==> src/rtl/ptw_pkg.sv <==
package ptw_pkg;
   typedef enum logic [2:0] {
      S_IDLE  = 3'd0,
      S_L1    = 3'd1,
      S_L2    = 3'd2,
      S_DONE  = 3'd3
   } walk_state_e;

   localparam logic [1:0] FLT_NONE = 2'b00;
   localparam logic [1:0] FLT_L1   = 2'b01;
   localparam logic [1:0] FLT_L2   = 2'b10;
endpackage

==> src/rtl/ptw_addr_calc.sv <==
module ptw_addr_calc #(
   parameter int AW      = 32,
   parameter int IDX_W   = 10,
   parameter int PTE_BYTES = 4
) (
   input  logic [AW-1:0]    base,
   input  logic [IDX_W-1:0] index,
   output logic [AW-1:0]    entry_addr
);
   localparam int SHIFT = $clog2(PTE_BYTES);

   initial begin
      if (PTE_BYTES != (1 << SHIFT))
         $error("PTE_BYTES must be a power of two");
   end

   always_comb begin
      entry_addr = base + (AW'(index) << SHIFT);
   end
endmodule

==> src/rtl/ptw_entry_decode.sv <==
module ptw_entry_decode #(
   parameter int DW     = 32,
   parameter int PAGE_W = 12
) (
   input  logic [DW-1:0] pte,
   output logic          present,
   output logic [DW-1:0] frame_base
);
   always_comb begin
      present    = pte[0];
      frame_base = {pte[DW-1:PAGE_W], {PAGE_W{1'b0}}};
   end
endmodule

==> src/rtl/pt_walker.sv <==
module pt_walker #(
   parameter int AW     = 32,
   parameter int PAGE_W = 12,
   parameter int IDX_W  = 10,
   parameter int PTE_BYTES = 4
) (
   input  logic          clk,
   input  logic          rst_n,
   input  logic          start,
   input  logic [31:0]   vaddr,
   input  logic [31:0]   root_base,
   output logic          busy,
   output logic          done,
   output logic [31:0]   paddr,
   output logic [1:0]    fault,
   output logic          mem_req,
   output logic [31:0]   mem_addr,
   input  logic          mem_rvalid,
   input  logic [31:0]   mem_rdata
);
   import ptw_pkg::*;

   localparam int L1_LO = PAGE_W + IDX_W;
   localparam int L2_LO = PAGE_W;

   initial begin
      if (AW != 32) $error("AW must be 32");
      if (PAGE_W + 2*IDX_W != AW) $error("field widths must cover the address");
   end

   walk_state_e state_q;
   logic [AW-1:0] va_q, root_q, l2_base_q, addr_l1, addr_l2, frame;
   logic          pres;

   ptw_addr_calc #(.AW(AW), .IDX_W(IDX_W), .PTE_BYTES(PTE_BYTES)) u_calc_l1 (
      .base(root_q), .index(va_q[L1_LO +: IDX_W]), .entry_addr(addr_l1));
   ptw_addr_calc #(.AW(AW), .IDX_W(IDX_W), .PTE_BYTES(PTE_BYTES)) u_calc_l2 (
      .base(l2_base_q), .index(va_q[L2_LO +: IDX_W]), .entry_addr(addr_l2));
   ptw_entry_decode #(.DW(AW), .PAGE_W(PAGE_W)) u_dec (
      .pte(mem_rdata), .present(pres), .frame_base(frame));

   always_ff @(posedge clk) begin
      if (!rst_n) begin
         state_q   <= S_IDLE;
         va_q      <= '0;
         root_q    <= '0;
         l2_base_q <= '0;
         paddr     <= '0;
         fault     <= FLT_NONE;
      end else begin
         case (state_q)
            S_IDLE: if (start) begin
               va_q    <= vaddr;
               root_q  <= root_base;
               state_q <= S_L1;
            end
            S_L1: if (mem_rvalid) begin
               if (pres) begin
                  l2_base_q <= frame;
                  state_q   <= S_L2;
               end else begin
                  fault   <= FLT_L1;
                  paddr   <= '0;
                  state_q <= S_DONE;
               end
            end
            S_L2: if (mem_rvalid) begin
               if (pres) begin
                  fault <= FLT_NONE;
                  paddr <= {frame[AW-1:PAGE_W], va_q[PAGE_W-1:0]};
               end else begin
                  fault <= FLT_L2;
                  paddr <= '0;
               end
               state_q <= S_DONE;
            end
            default: state_q <= S_IDLE;
         endcase
      end
   end

   always_comb begin
      busy     = (state_q != S_IDLE);
      done     = (state_q == S_DONE);
      mem_req  = (state_q == S_L1) || (state_q == S_L2);
      mem_addr = (state_q == S_L2) ? addr_l2 : addr_l1;
   end


   req_hold_chk: assert property (@(posedge clk) disable iff (!rst_n)
      (mem_req && !mem_rvalid) |=> (mem_req && $stable(mem_addr)));

   done_pulse_chk: assert property (@(posedge clk) disable iff (!rst_n)
      done |=> !done);

   l1_fault_chk: assert property (@(posedge clk) disable iff (!rst_n)
      (done && fault == FLT_L1) |-> paddr == '0);

   busy_ignore_chk: assert property (@(posedge clk) disable iff (!rst_n)
      (busy && !done) |=> $stable(va_q) && $stable(root_q));

   req_start_chk: assert property (@(posedge clk) disable iff (!rst_n)
      (!busy && start) |=> mem_req);

   hold_chk: assert property (@(posedge clk) disable iff (!rst_n)
      (!busy && !start) |=> $stable(paddr) && $stable(fault));
endmodule

==> config.mk <==
export PLATFORM = sky130hd
export DESIGN_NAME = pt_walker
export DESIGN_NICKNAME = d
export VERILOG_FILES = /design/src/rtl/ptw_pkg.sv /design/src/rtl/ptw_addr_calc.sv /design/src/rtl/ptw_entry_decode.sv /design/src/rtl/pt_walker.sv
export SDC_FILE = /design/constraint.sdc
export NUM_CORES = 1
export LEC_CHECK = 0
export ABC_AREA = 1
export CORE_MARGIN = 3
export CORE_UTILIZATION = 39
export CTS_CLUSTER_DIAMETER = 150
export DETAILED_ROUTE_END_ITERATION = 8
export GPL_ROUTABILITY_DRIVEN = 0
export GPL_TIMING_DRIVEN = 1
export PLACE_DENSITY = 0.7
export SYNTH_ARGS = -nofsm -noshare
export SYNTH_HDL_FRONTEND = slang
export SYNTH_SLANG_ARGS = --single-unit
==> constraint.sdc <==
create_clock -name clk -period 4.4 [get_ports clk]
set_input_delay 0.66 -clock clk [delete_from_list [all_inputs] [get_ports clk]]
set_output_delay 0.66 -clock clk [all_outputs]
set_load 0.05 [all_outputs]
# Yosys cells after proc, flatten, opt, wreduce, memory -nomap -nowiden
# Index checks and enable logic that the tools add are counted.
# totals
ff_bits,121
inputBits,100
output_inout_bits,69
word_cells,39
# op_classes
n_addsub,2
n_eq_ne,7
n_mux,16
reduce_logical,8
# op_table
operator,n
32-bit two-way mux,5
32-bit by 12-bit adder with 32-bit output,2
32-bit case mux with 2 select lines,1
3-bit two-way mux,3
3-bit case mux with 3 select lines,1
2-bit two-way mux,4
2-bit != test (second input constant),4
3-bit by 2-bit == test with 1-bit output (second input constant),2
3-bit AND reduction,2
2-bit case mux with 2 select lines,1
4-bit AND reduction,1
3-bit by 1-bit == test with 1-bit output (second input constant),1
3-bit zero test,1
3-bit nonzero test,1
2-bit AND reduction,1
2-bit nonzero test,1
1-bit logical OR,1
1-bit two-way mux,1

# Depth between registers and ports, before layout
# Gate-level depths: netlist (run 1).
# logic_depth
ltp_word,3
ltp_mapped,13
mapped_depth_nobuf,13

# By module
# From an unflattened synthesis (run 1), not the netlist that was laid out.
# hier_totals
cells_unflattened,1352
hier_area_um2,8325.5
# by_module_without_submodules
mod,n_inst,cells_per_inst,area_per_inst_um2,seq_area_each_um2
pt_walker,1,770,5322.6,2642.5
ptw_addr_calc at u_calc_l2,1,273,1393.8,0.0
ptw_addr_calc at u_calc_l1,1,275,1357.6,0.0
ptw_entry_decode,1,34,251.5,0.0

# Worst setup path before layout (run 1)
# OpenSTA, ideal clock, no wires.
# synth_timing
kind,flip-flop to output port
startpoint,register root_q[2]
endpoint,output port mem_addr[6]
arrival_ns,2.393
required_time_ns,3.740
setup_slack_ns,1.347
path_stages_with_launch,7
n_path_buf,0
cell_sequence,dfxtp_1 > ha_1 > fa_1 > nand3_1 > nand3_1 > xnor2_1 > o21ai_0
# synth_via
elab_chain_cells,2
# synth_lines
item,line_no,text
start: declaration,pt_walker.sv:32,"logic [AW-1:0] va_q, root_q, l2_base_q, addr_l1, addr_l2, frame;"
start signal: assignment,pt_walker.sv:54,root_q <= root_base;
32-bit by 12-bit adder with 32-bit output,ptw_addr_calc.sv:18,entry_addr = base + (AW'(index) << SHIFT);
32-bit two-way mux,pt_walker.sv:86,mem_addr = (state_q == S_L2) ? addr_l2 : addr_l1;
end: declaration,pt_walker.sv:17,"output logic [31:0] mem_addr,"
# No other way between the ends.

# Worst setup path after layout (run 1)
# layout_timing
startpoint,register state_q[0]
endpoint,output port mem_addr[25]
# layout_via
elab_chain_cells,2
# layout_lines
item,line_no,text
start: declaration,pt_walker.sv:31,walk_state_e state_q;
start signal: assignment,pt_walker.sv:44,state_q <= S_IDLE;
start signal: assignment,pt_walker.sv:55,state_q <= S_L1;
start signal: assignment,pt_walker.sv:60,state_q <= S_L2;
3-bit by 2-bit == test with 1-bit output,pt_walker.sv:86,
32-bit two-way mux,pt_walker.sv:86,
# No other way between the ends.

==> results by group, run 1 <==
Global routing
  – Gr usage total: between 20% and 30%
  – Overflow after GRT: 0
  – Initial antenna violation count: 0
  – First-pass GRT wire length: between 20000 and 30000 um
  – Largest net degree at the start of global routing: around 80
  – Vias in the first global route: 5668

Critical path
  – CP Capture Type: output pin
  – Arr. time, crit path: between 3000 and 4000 ps
  – Critical path startpoint: state_q[0]
  – Setup CP Type: flip-flop to output pin
  – Worst Reg2Reg Path Length in Cells: 10
  – Worst r2r src: state_q[0]
  – Top delay family on crit path: buffers and inverters
  – Bufs and invs on worst path: 3
  – R2r setup slk: 1630 ps
  – CP Launch Type: flip-flop
  – Crit-path max FO: 23
  – Cell breakdown of the critical path: inv_1 -> ha_1 -> clkinv_1 -> nand3_1 -> nand2_1 -> clkdlybuf4s50_1
  – Required @ worst endpoint: between 3000 and 4000 ps
  – Worst path slowest cell: clkinv_1
  – R2r endpoint: paddr[12]
  – Worst path max stage delay: about 750 ps

Route
  – Antenna viol nets, final: 0
  – DRC: 0
  – Via/cell ratio: roughly 4.9
  – WL final: around 17000 um
  – Vias after detailed routing: between 6000 and 7000
  – 1st-iter DRT viols: approximately 370
  – Drt wl/cell: 14.2 um
  – Total iterations of the first detailed-routing run: 5

Synth
  – Seq/Total Area, Yosys: between 40% and 50%
  – Syn_nets: about 1000
  – Cell with the most instances after synthesis: nand2_1
  – Syn_area_per_cell: 6.65 um2
  – Yosys reg bits: 120
  – Library cells used by synthesis: 33
  – Synth top area share: between 40% and 50%
  – Most frequent cells after synthesis: nand2_1, nor2_1, dfxtp_1, nand3_1, o21ai_0
  – Mapped Area: around 0.006 mm2
  – Synth warnings: 0
  – Asr flop ratio synth: 0%
  – Cells after synthesis: 890
  – Post-synth EDFFs: 0
  – Synth area leaders: dfxtp_1, nand2_1, nand3_1, nor2_1, o21ai_0
  – Top_reg_cell synth: dfxtp_1
  – Leading area contributor after synthesis: dfxtp_1

Power
  – Max VDD drop: ~0.38 mV
  – PwrDens: between 500 and 600 mW/mm2
  – Pleak: 3.34 nW
  – Tot Pwr: between 4 and 5 mW

Floorplanning
  – DIE AREA: about 0.017 mm2
  – Chip Width: around 130 um
  – Core ar.: approximately 0.015 mm2
  – Die height: 129 um
  – Ports: 169
  – Cell Rows: 44
  – Initial Util: around 40%

Placement
  – HPWL Detailed: roughly 12000 um
  – Cells after DPL: 1192
  – DP Area: 0.00764 mm2
  – Port buffer count: 157

Cells and area
  – Design area: 0.00820 mm2
  – Diode count: 0
  – Finished Layout Cells: between 1000 and 1500
  – Fin nets: between 1000 and 1500
  – Area Growth Syn to Fin: 38.5%
  – Layout cells sized above 1: 7.12%

Clock tree
  – CTS Buf Count: 17
  – Largest buffer count on any clock path: 2
  – Clk_lat worst skew: between 400 and 500 ps
  – H-tree Lvls: 4
  – Post-cts sizing count: 0
  – Clock sinks: 120
  – Root buffer cell: clkbuf_16
  – CTS tree: done
  – Reg clk slew, reported paths: roughly 60 ps
  – Hold-fix buffers, CTS: 0
  – Post-CTS Setup Bufs: 0

STA
  – Max frequency: ~250 MHz
  – Final hold slack: ~450 ps
  – Clk_skew: ~6.5 ps
  – Fin crit period: 3970 ps
  – Max transition margin: ~27%
  – Setup TNS after final layout: 0 ps
  – Final Hold Viols: 0
  – Final period util: about 90%
  – RSZ-0062 raised after global routing: false
  – Setup Viol. Count Final: 0
  – Pins Over Slew Limit: 0
  – Slew @ Worst Pin: 1090 ps

Flow run
  – Max-Cap Viols: 0

Run status
  – Status: completed

Hold path
  – WHS Endpoint: l2_base_q[22]
  – Hold Path Depth: 2
  – Hold_sp: l2_base_q[22]
  – Min-Delay Path Class: flip-flop to flip-flop
## final cells by class
class | instances | area, um2
Sequential cell | 120 | 2400
Timing Repair Buffer | 164 | 1700
Clock inverter | 14 | 116
Fill cell | 1435 | 6500
Inverter | 76 | 285
Clock buffer | 18 | 439
Multi-Input combinational cell | 648 | 3030
Tap cell | 184 | 230
## registers in the layout, indices dropped and copies added (netlist names)
name	count
va_q	32
l2_base_q	20
root_q	32
paddr	32
state_q	2
fault	2
## routing by layer
layer | track usage [%] | part of all wire (%) | vias to the layer above
met3 | 6.97 | 7.2 | 21
li1 | - | - | 3157
met2 | 33.9 | 46 | 154
met1 | 26.9 | 45 | 2670
met4 | 7.35 | 1.8 | 0
met5 | 0 | 0 | -
## layout by cell type, fill, tap and decap left out, types with 2 or more instances in the layout
cell             count
clkdlybuf4s50_1    147
nand2_1            203
buf_4                8
or2_1                4
ha_1                14
nand2_2              6
nor2_2               5
nand3b_1             2
buf_12               8
dfxtp_1            120
or2_2                4
inv_2                3
xnor2_1              2
nand3_2              4
clkinvlp_4           4
clkbuf_16           17
o21ai_0             88
a21oi_1             77
nand3_1             98
inv_6                5
nor3_1               4
clkinv_4             3
inv_1               72
nor2_1             128
## how the worst max path moves through the flow
| stage | end | slack, ps | cells after the start |
|---|---|---|---|
| after floorplan | mem_addr[6] | 1350 | 6 |
| after global placement | mem_addr[25] | 880 | 6 |
| after detailed placement | mem_addr[25] | 850 | 6 |
| after CTS | mem_addr[25] | 380 | 6 |
| after global routing | mem_addr[8] | 190 | 6 |
| final | mem_addr[25] | 430 | 6 |
## worst reg2reg max path, cell delays in order (launching register included)
cell and delay (ps):
dfxtp_1 330, inv_1 100, ha_1 540, buf_4 350, nor2_1 90, inv_1 70
nand2_2 40, buf_4 250, inv_2 510, nand3_1 240, a21oi_1 170
## power by group
group,switching [mW],internal (mW)
registers,0.136,1.28
logic,1.41,0.694
clock network,0.551,0.747
total,2.10,2.72
## logic make-up (layout without fill, tap and decap cells)
| logic type | count (synthesis) | in the layout | synth area share [%] |
|---|---|---|---|
| buffers and inverters | 122 | 272 | 8.30 |
| AND/OR/NAND/NOR | 462 | 462 | 33.1 |
| adder cells (fa/ha/maj) | 15 | 15 | 3.30 |
| AO/OA/AOI/OAI | 169 | 169 | 14.5 |
| XOR/XNOR | 2 | 2 | 0.296 |
| flip-flops | 120 | 120 | 40.6 |
## through the flow
stage	setup slack [ps]	utilization, %
3_3_place_gp	879	52.0
6_report	432	55.8
2_1_floorplan	1350	-
3_5_place_dp	847	52.0
5_1_grt	194	55.8
4_1_cts	382	55.8
Note: power is estimated with default switching activity, not from simulation.
==> inputs of run 2 (changes only) <==
--- a/config.mk
+++ b/config.mk
@@ -14,3 +14,3 @@
 export GPL_TIMING_DRIVEN = 1
-export PLACE_DENSITY = 0.7
+export PLACE_DENSITY_LB_ADDON = 0.1
 export SYNTH_ARGS = -nofsm -noshare
==> constraint.sdc (replaced) <==
create_clock -name clk -period 4.6 [get_ports clk]
set_input_delay 0.92 -clock clk [delete_from_list [all_inputs] [get_ports clk]]
set_output_delay 0.92 -clock clk [all_outputs]
set_load 0.05 [all_outputs]
==> run 2 against run 1 <==
Compared with the run above:
- register-to-register slack got worse by 40 ps
- clock skew rose by 0.76 ps
- worst hold slack better by 4.4 ps
- critical path type unchanged
- critical endpoint is now mem_addr[30]
- largest cell class unchanged
- highest routed layer is now met5
==> results by group, run 2 (synthesis gave the netlist of run 1 again) <==
Cells and area
  – Fin nets: 1142 (unchanged)
  – FILL cells: 1479 (was 1435)
  – Area Growth Syn to Fin: 39.4% (was 38.5%)
  – Diode count: 0 (unchanged)
  – Area of the multi-input gates: 0.00303 mm2 (unchanged)
  – Biggest regs: paddr x32, root_q x32, va_q x32 (unchanged)
  – Most frequent cells in the layout: nand2_1, clkdlybuf4s50_1, nor2_1, dfxtp_1, nand3_1 (unchanged)
  – Design area: 0.00825 mm2 (was 0.00820 mm2)
  – Final design utilization: 56.1% (was 55.8%)
  – Commonest non-fill, non-tap cell in the layout: nand2_1 (unchanged)
  – Layout cells sized above 1: 8.17% (was 7.12%)
  – Register area: 0.00240 mm2 (unchanged)

Flow run
  – Max-Cap Viols: 0 (unchanged)

Route
  – DRC: 0 (unchanged)
  – Total iterations of the first detailed-routing run: 5 (unchanged)
  – Via/cell ratio: 4.91 (was 4.90)
  – Drt wl/cell: 14.7 um (was 14.2 um)
  – Antenna viol nets, final: 0 (unchanged)
  – 1st-iter DRT viols: 448 (was 365)
  – WL final: 18000 um (was 17400 um)
  – Vias after detailed routing: 6006 (was 6002)

Global routing
  – Vias in the first global route: 5675 (was 5668)
  – GR Util met3: 7.30% (was 6.97%)
  – First-pass GRT wire length: 28400 um (was 27900 um)
  – M2 GR Usage: 33.3% (was 33.9%)
  – Initial antenna violation count: 1 (was 0)
  – Gr usage total: 21.6% (was 21.2%)
  – Busiest grt layer: met2 (unchanged)
  – Overflow after GRT: 0 (unchanged)
  – Routing usage on met1: 29.3% (was 26.9%)
  – Largest net degree at the start of global routing: 49 (was 81)

Critical path
  – CP Capture Type: output pin (unchanged)
  – R2r endpoint: paddr[30] (was paddr[12])
  – Setup CP Type: flip-flop to output pin (unchanged)
  – Critical path startpoint: root_q[2] (was state_q[0])
  – CP Launch Type: flip-flop (unchanged)
  – R2r setup slk: 1590 ps (was 1630 ps)
  – Top delay family on crit path: simple AND/OR/NAND/NOR gates (was buffers and inverters)
  – Worst path max stage delay: 810 ps (was 750 ps)
  – Worst path slowest cell: clkdlybuf4s50_1 (was clkinv_1)
  – Worst r2r src: state_q[0] (unchanged)
  – Arr. time, crit path: 3220 ps (was 3310 ps)
  – CP most frequent cell: nand2_1
  – Required @ worst endpoint: 3680 ps (was 3740 ps)
  – Worst Reg2Reg Path Length in Cells: 9 (was 10)
  – Bufs and invs on worst path: 1 (was 3)
  – Cell breakdown of the critical path: ha_1 -> fa_1 -> nand3_1 -> nand3_1 -> nand3_1 -> nand3_2 -> nand2_1 -> nand2_1 -> nand2_1 -> nand2_1 -> nand2_1 -> clkdlybuf4s50_1 (was inv_1 -> ha_1 -> clkinv_1 -> nand3_1 -> nand2_1 -> clkdlybuf4s50_1)
  – Crit-path max FO: 8 (was 23)

Clock tree
  – Reg clk slew, reported paths: 60 ps (about the same)
  – Post-CTS Setup Bufs: 0 (unchanged)
  – Post-cts sizing count: 0 (unchanged)
  – Clock sinks: 120 (unchanged)
  – Root buffer cell: clkbuf_16 (unchanged)
  – Largest buffer count on any clock path: 2 (unchanged)
  – Clk_lat worst skew: 420 ps (about the same)
  – CTS tree: done (unchanged)
  – Hold-fix buffers, CTS: 0 (unchanged)
  – CTS Buf Count: 17 (unchanged)
  – H-tree Lvls: 4 (unchanged)

Hold path
  – Hold Path Depth: 2 (unchanged)
  – Min-Delay Path Class: flip-flop to flip-flop (unchanged)
  – WHS Endpoint: root_q[1] (was l2_base_q[22])
  – Hold_sp: root_q[1] (was l2_base_q[22])

STA
  – Max transition margin: 29.2% (was 27.2%)
  – Setup Viol. Count Final: 0 (unchanged)
  – Fin crit period: about 4100 ps
  – Final period util: roughly nine tenths
  – Final worst slack: 455 ps (was 432 ps)
  – Slew @ Worst Pin: 1060 ps (was 1090 ps)
  – Final hold slack: 455 ps (was 450 ps)
  – Max frequency: around 240 MHz
  – Clk_skew: 7.30 ps (was 6.54 ps)
  – Pins Over Slew Limit: 0 (unchanged)
  – Final Hold Viols: 0 (unchanged)
  – RSZ-0062 raised after global routing: false (unchanged)
  – Setup TNS after final layout: 0 ps (unchanged)

Power
  – Pleak: 3.40 nW (was 3.34 nW)
  – Clock power share: 29.5% (was 26.9%)
  – Power Internal: 2.76 mW (was 2.72 mW)
  – Net Sw Power: 2.03 mW (was 2.10 mW)
  – Max VDD drop: 0.403 mV (was 0.385 mV)
  – PwrDens: 580 mW/mm2 (was 587 mW/mm2)
  – Net Sw Frac: 42.3% (was 43.5%)
  – Combinational share of power: 42.2% (was 43.7%)
  – Sequential share of power: 28.3% (was 29.4%)

Floorplanning
  – Initial Util: 40.3% (unchanged)
  – Cell Rows: 44 (unchanged)
  – Core ar.: 0.0147 mm2 (unchanged)
  – Ports: 169 (unchanged)
  – Chip Width: 129 um (unchanged)
  – DIE AREA: 0.0167 mm2 (unchanged)
  – Die height: 129 um (unchanged)

Run status
  – Status: completed (unchanged)

Placement
  – Pre-CTS setup slack: 895 ps (was 847 ps)
  – HPWL Detailed: 12900 um (was 12400 um)
  – Port buffer count: 157 (unchanged)
  – DP Area: 0.00763 mm2 (was 0.00764 mm2)
==> run 2: per-stage QoR <==
stage | cells | power (mW)
finish | 1224 | 4.79
global route | 1224 | 5.07
CTS | 1224 | 4.82
detailed placement | 1192 | 3.40
global placement | 1192 | 3.39
floorplan | 890 | 2.72
==> run 2: power groups by stage <==
stage	sequential, mW	combinational, mW	clock [mW]
after CTS	1.35	2.04	1.43
after global placement	1.37	2.02	0
final	1.35	2.02	1.41
after floorplan	1.37	1.35	0
after global routing	1.38	2.21	1.48
after detailed placement	1.37	2.03	0
==> run 2: routing by layer <==
metal	vias to the layer above	share of wire [%]
met1	2660	48
li1	3156	-
met4	2	1.2
met3	18	6.8
met2	170	43
met5	-	0.078
==> run 2: worst max path at each step <==
stage          cells past startpoint  slack, ps           end
2_1_floorplan                      6       1290   mem_addr[6]
3_3_place_gp                      12        940  mem_addr[30]
3_5_place_dp                      12        890  mem_addr[30]
4_1_cts                           12        440  mem_addr[30]
5_1_grt                           12        230  mem_addr[30]
6_report                          12        460  mem_addr[30]
==> run 2: layout make-up <==
| cell class | instances | share of cell area [%] |
|---|---|---|
| sequential | 120 | 29.1 |
| multi-input combinational | 648 | 36.7 |
| clock buffer | 18 | 5.32 |
| timing repair buffer | 164 | 20.4 |
| inverter | 76 | 3.46 |
| clock inverter | 14 | 2.24 |
| tap | 184 | 2.79 |
==> run 2: worst register-to-register path: stages, from the launching register on <==
cell	delay, ps
dfxtp_1	330
inv_1	100
ha_1	550
buf_4	350
nor2_1	90
inv_1	70
nand2_2	380
inv_2	650
nand3_1	240
a21oi_1	170
==> inputs of run 3 (changes only) <==
Settings changed: CAP_MARGIN from default to 20.
==> run 3 against run 2 <==
Compared with the run above:
- non-clock buffer count grew 1
- wire length hardly changed
- setup slack lost 1.3 ps
- final cell count barely moved
- global-route usage did not move
- count of clock-buffer cells in the layout unchanged
- total power up 0.25%
- clock power about the same
- via count grew 0.35%
- combinational power barely moved
- largest cell class unchanged
==> results by group, run 3 (synthesis gave the netlist of run 1 again) <==
Route
  – 1st-iter DRT viols: 447 (was 448)
  – DRC: 0 (unchanged)
  – Vias after detailed routing: 6027 (was 6006)
  – Via/cell ratio: 4.92 (was 4.91)
  – WL final: 18000 um (about the same)
  – Drt wl/cell: 14.7 um (about the same)
  – Total iterations of the first detailed-routing run: 5 (unchanged)
  – Antenna viol nets, final: 0 (unchanged)

Critical path
  – CP Capture Type: output pin (unchanged)
  – Required @ worst endpoint: 3680 ps (about the same)
  – CP most frequent cell: nand2_1 (unchanged)
  – Worst path max stage delay: 800 ps (was 810 ps)
  – R2r setup slk: 1610 ps (was 1590 ps)
  – R2r endpoint: paddr[30] (unchanged)
  – Worst path slowest cell: clkdlybuf4s50_1 (unchanged)
  – Top delay family on crit path: simple AND/OR/NAND/NOR gates (unchanged)
  – Cell breakdown of the critical path: ha_1 -> fa_1 -> nand3_1 -> nand3_1 -> nand3_1 -> nand3_2 -> nand2_1 -> nand2_1 -> nand2_1 -> nand2_1 -> nand2_1 -> clkdlybuf4s50_1 (unchanged)
  – Worst Reg2Reg Path Length in Cells: 9 (unchanged)
  – Critical path startpoint: root_q[2] (unchanged)
  – Setup CP Type: flip-flop to output pin (unchanged)
  – Crit-path max FO: 8 (unchanged)
  – Stages on worst setup path: 12 (unchanged)
  – Arr. time, crit path: 3230 ps (was 3220 ps)
  – CP Launch Type: flip-flop (unchanged)
  – Worst r2r src: state_q[0] (unchanged)
  – Bufs and invs on worst path: 1 (unchanged)

Cells and area
  – Most frequent cells in the layout: nand2_1, clkdlybuf4s50_1, nor2_1, dfxtp_1, nand3_1 (unchanged)
  – Layout cells sized above 1: 8.26% (was 8.17%)
  – Biggest regs: paddr x32, root_q x32, va_q x32 (unchanged)
  – Fin nets: 1143 (was 1142)
  – Diode count: 0 (unchanged)
  – FILL cells: 1475 (was 1479)
  – Commonest non-fill, non-tap cell in the layout: nand2_1 (unchanged)
  – Area Growth Syn to Fin: 39.9% (was 39.4%)
  – Final design utilization: 56.3% (was 56.1%)

Power
  – PwrDens: 580 mW/mm2 (about the same)
  – Pleak: 3.41 nW (was 3.40 nW)
  – Max VDD drop: 0.403 mV (about the same)

Floorplanning
  – Initial Util: 40.3% (unchanged)
  – Die height: 129 um (unchanged)
  – Ports: 169 (unchanged)
  – DIE AREA: 0.0167 mm2 (unchanged)
  – Core ar.: 0.0147 mm2 (unchanged)
  – Chip Width: 129 um (unchanged)
  – Cell Rows: 44 (unchanged)

STA
  – RSZ-0062 raised after global routing: false (unchanged)
  – Slew @ Worst Pin: 833 ps (was 1060 ps)
  – Final period util: 90.1% (about the same)
  – Setup TNS after final layout: 0 ps (unchanged)
  – Final Hold Viols: 0 (unchanged)
  – Max transition margin: 44.3% (was 29.2%)
  – Setup Viol. Count Final: 0 (unchanged)
  – Max frequency: 241 MHz (about the same)
  – Fin crit period: 4150 ps (was 4140 ps)
  – Clk_skew: 9.50 ps (was 7.30 ps)
  – Pins Over Slew Limit: 0 (unchanged)

Clock tree
  – Post-cts sizing count: 0 (unchanged)
  – Clk_lat worst skew: 420 ps (about the same)
  – CTS tree: done (unchanged)
  – Largest buffer count on any clock path: 2 (unchanged)
  – Clock sinks: 120 (unchanged)
  – Hold-fix buffers, CTS: 0 (unchanged)
  – H-tree Lvls: 4 (unchanged)
  – CTS Buf Count: 17 (unchanged)
  – Post-CTS Setup Bufs: 0 (unchanged)
  – Reg clk slew, reported paths: 60 ps (about the same)
  – Root buffer cell: clkbuf_16 (unchanged)

Hold path
  – Hold_sp: root_q[1] (unchanged)
  – WHS Endpoint: root_q[1] (unchanged)
  – Min-Delay Path Class: flip-flop to flip-flop (unchanged)
  – Hold Path Depth: 2 (unchanged)

Flow run
  – Max-Cap Viols: 0 (unchanged)

Global routing
  – Initial antenna violation count: 1 (unchanged)
  – First-pass GRT wire length: 28400 um (unchanged)
  – Gr usage total: 21.6% (unchanged)
  – Largest net degree at the start of global routing: 49 (unchanged)
  – Vias in the first global route: 5675 (unchanged)
  – Overflow after GRT: 0 (unchanged)

Run status
  – Status: completed (unchanged)

Placement
  – HPWL Detailed: 12900 um (unchanged)
  – Port buffer count: 157 (unchanged)
run 3: tightest hold or removal path: stages, from the launching register on:
cell     delay (ps)
dfxtp_1         290
inv_1            60
a21oi_1          50
run 3: where the power goes:
group	switching, mW	internal (mW)
sequential	0.132	1.22
combinational	1.37	0.669
clock	0.530	0.880
total	2.03	2.77
run 3: layer usage:
| metal | GRT usage, % | vias up | wire [um] |
|---|---|---|---|
| met2 | 33.3 | 179 | 7880 |
| met4 | 5.50 | 2 | 199 |
| li1 | - | 3157 | - |
| met1 | 29.3 | 2672 | 8670 |
| met3 | 7.30 | 17 | 1260 |
| met5 | 0 | - | 13 |
run 3: layout make-up:
| type | count | area (um2) | share of cell area [%] |
|---|---|---|---|
| Multi-Input combinational cell | 648 | 3030 | 36.6 |
| Sequential cell | 120 | 2400 | 29.0 |
| Timing Repair Buffer | 165 | 1710 | 20.6 |
| Clock buffer | 18 | 439 | 5.30 |
| Inverter | 76 | 285 | 3.45 |
| Tap cell | 184 | 230 | 2.78 |
| Clock inverter | 14 | 185 | 2.24 |
run 3: how the worst max path moves through the flow:
stage | endpoint | slack [ps]
after floorplan | mem_addr[6] | 1290
after global placement | mem_addr[30] | 940
after detailed placement | mem_addr[30] | 890
after CTS | mem_addr[30] | 440
after global routing | mem_addr[30] | 230
final | mem_addr[30] | 450
run 3: through the flow:
step	total power [mW]	setup slack, ps	instance area, um2	hold WS, ps	cells
final	4.80	454	8280	454	1225
after global placement	3.39	936	7630	441	1192
after CTS	4.82	437	8250	455	1224
after detailed placement	3.40	895	7630	449	1192
after floorplan	2.72	1290	5920	424	890
after global routing	5.08	232	8280	480	1225
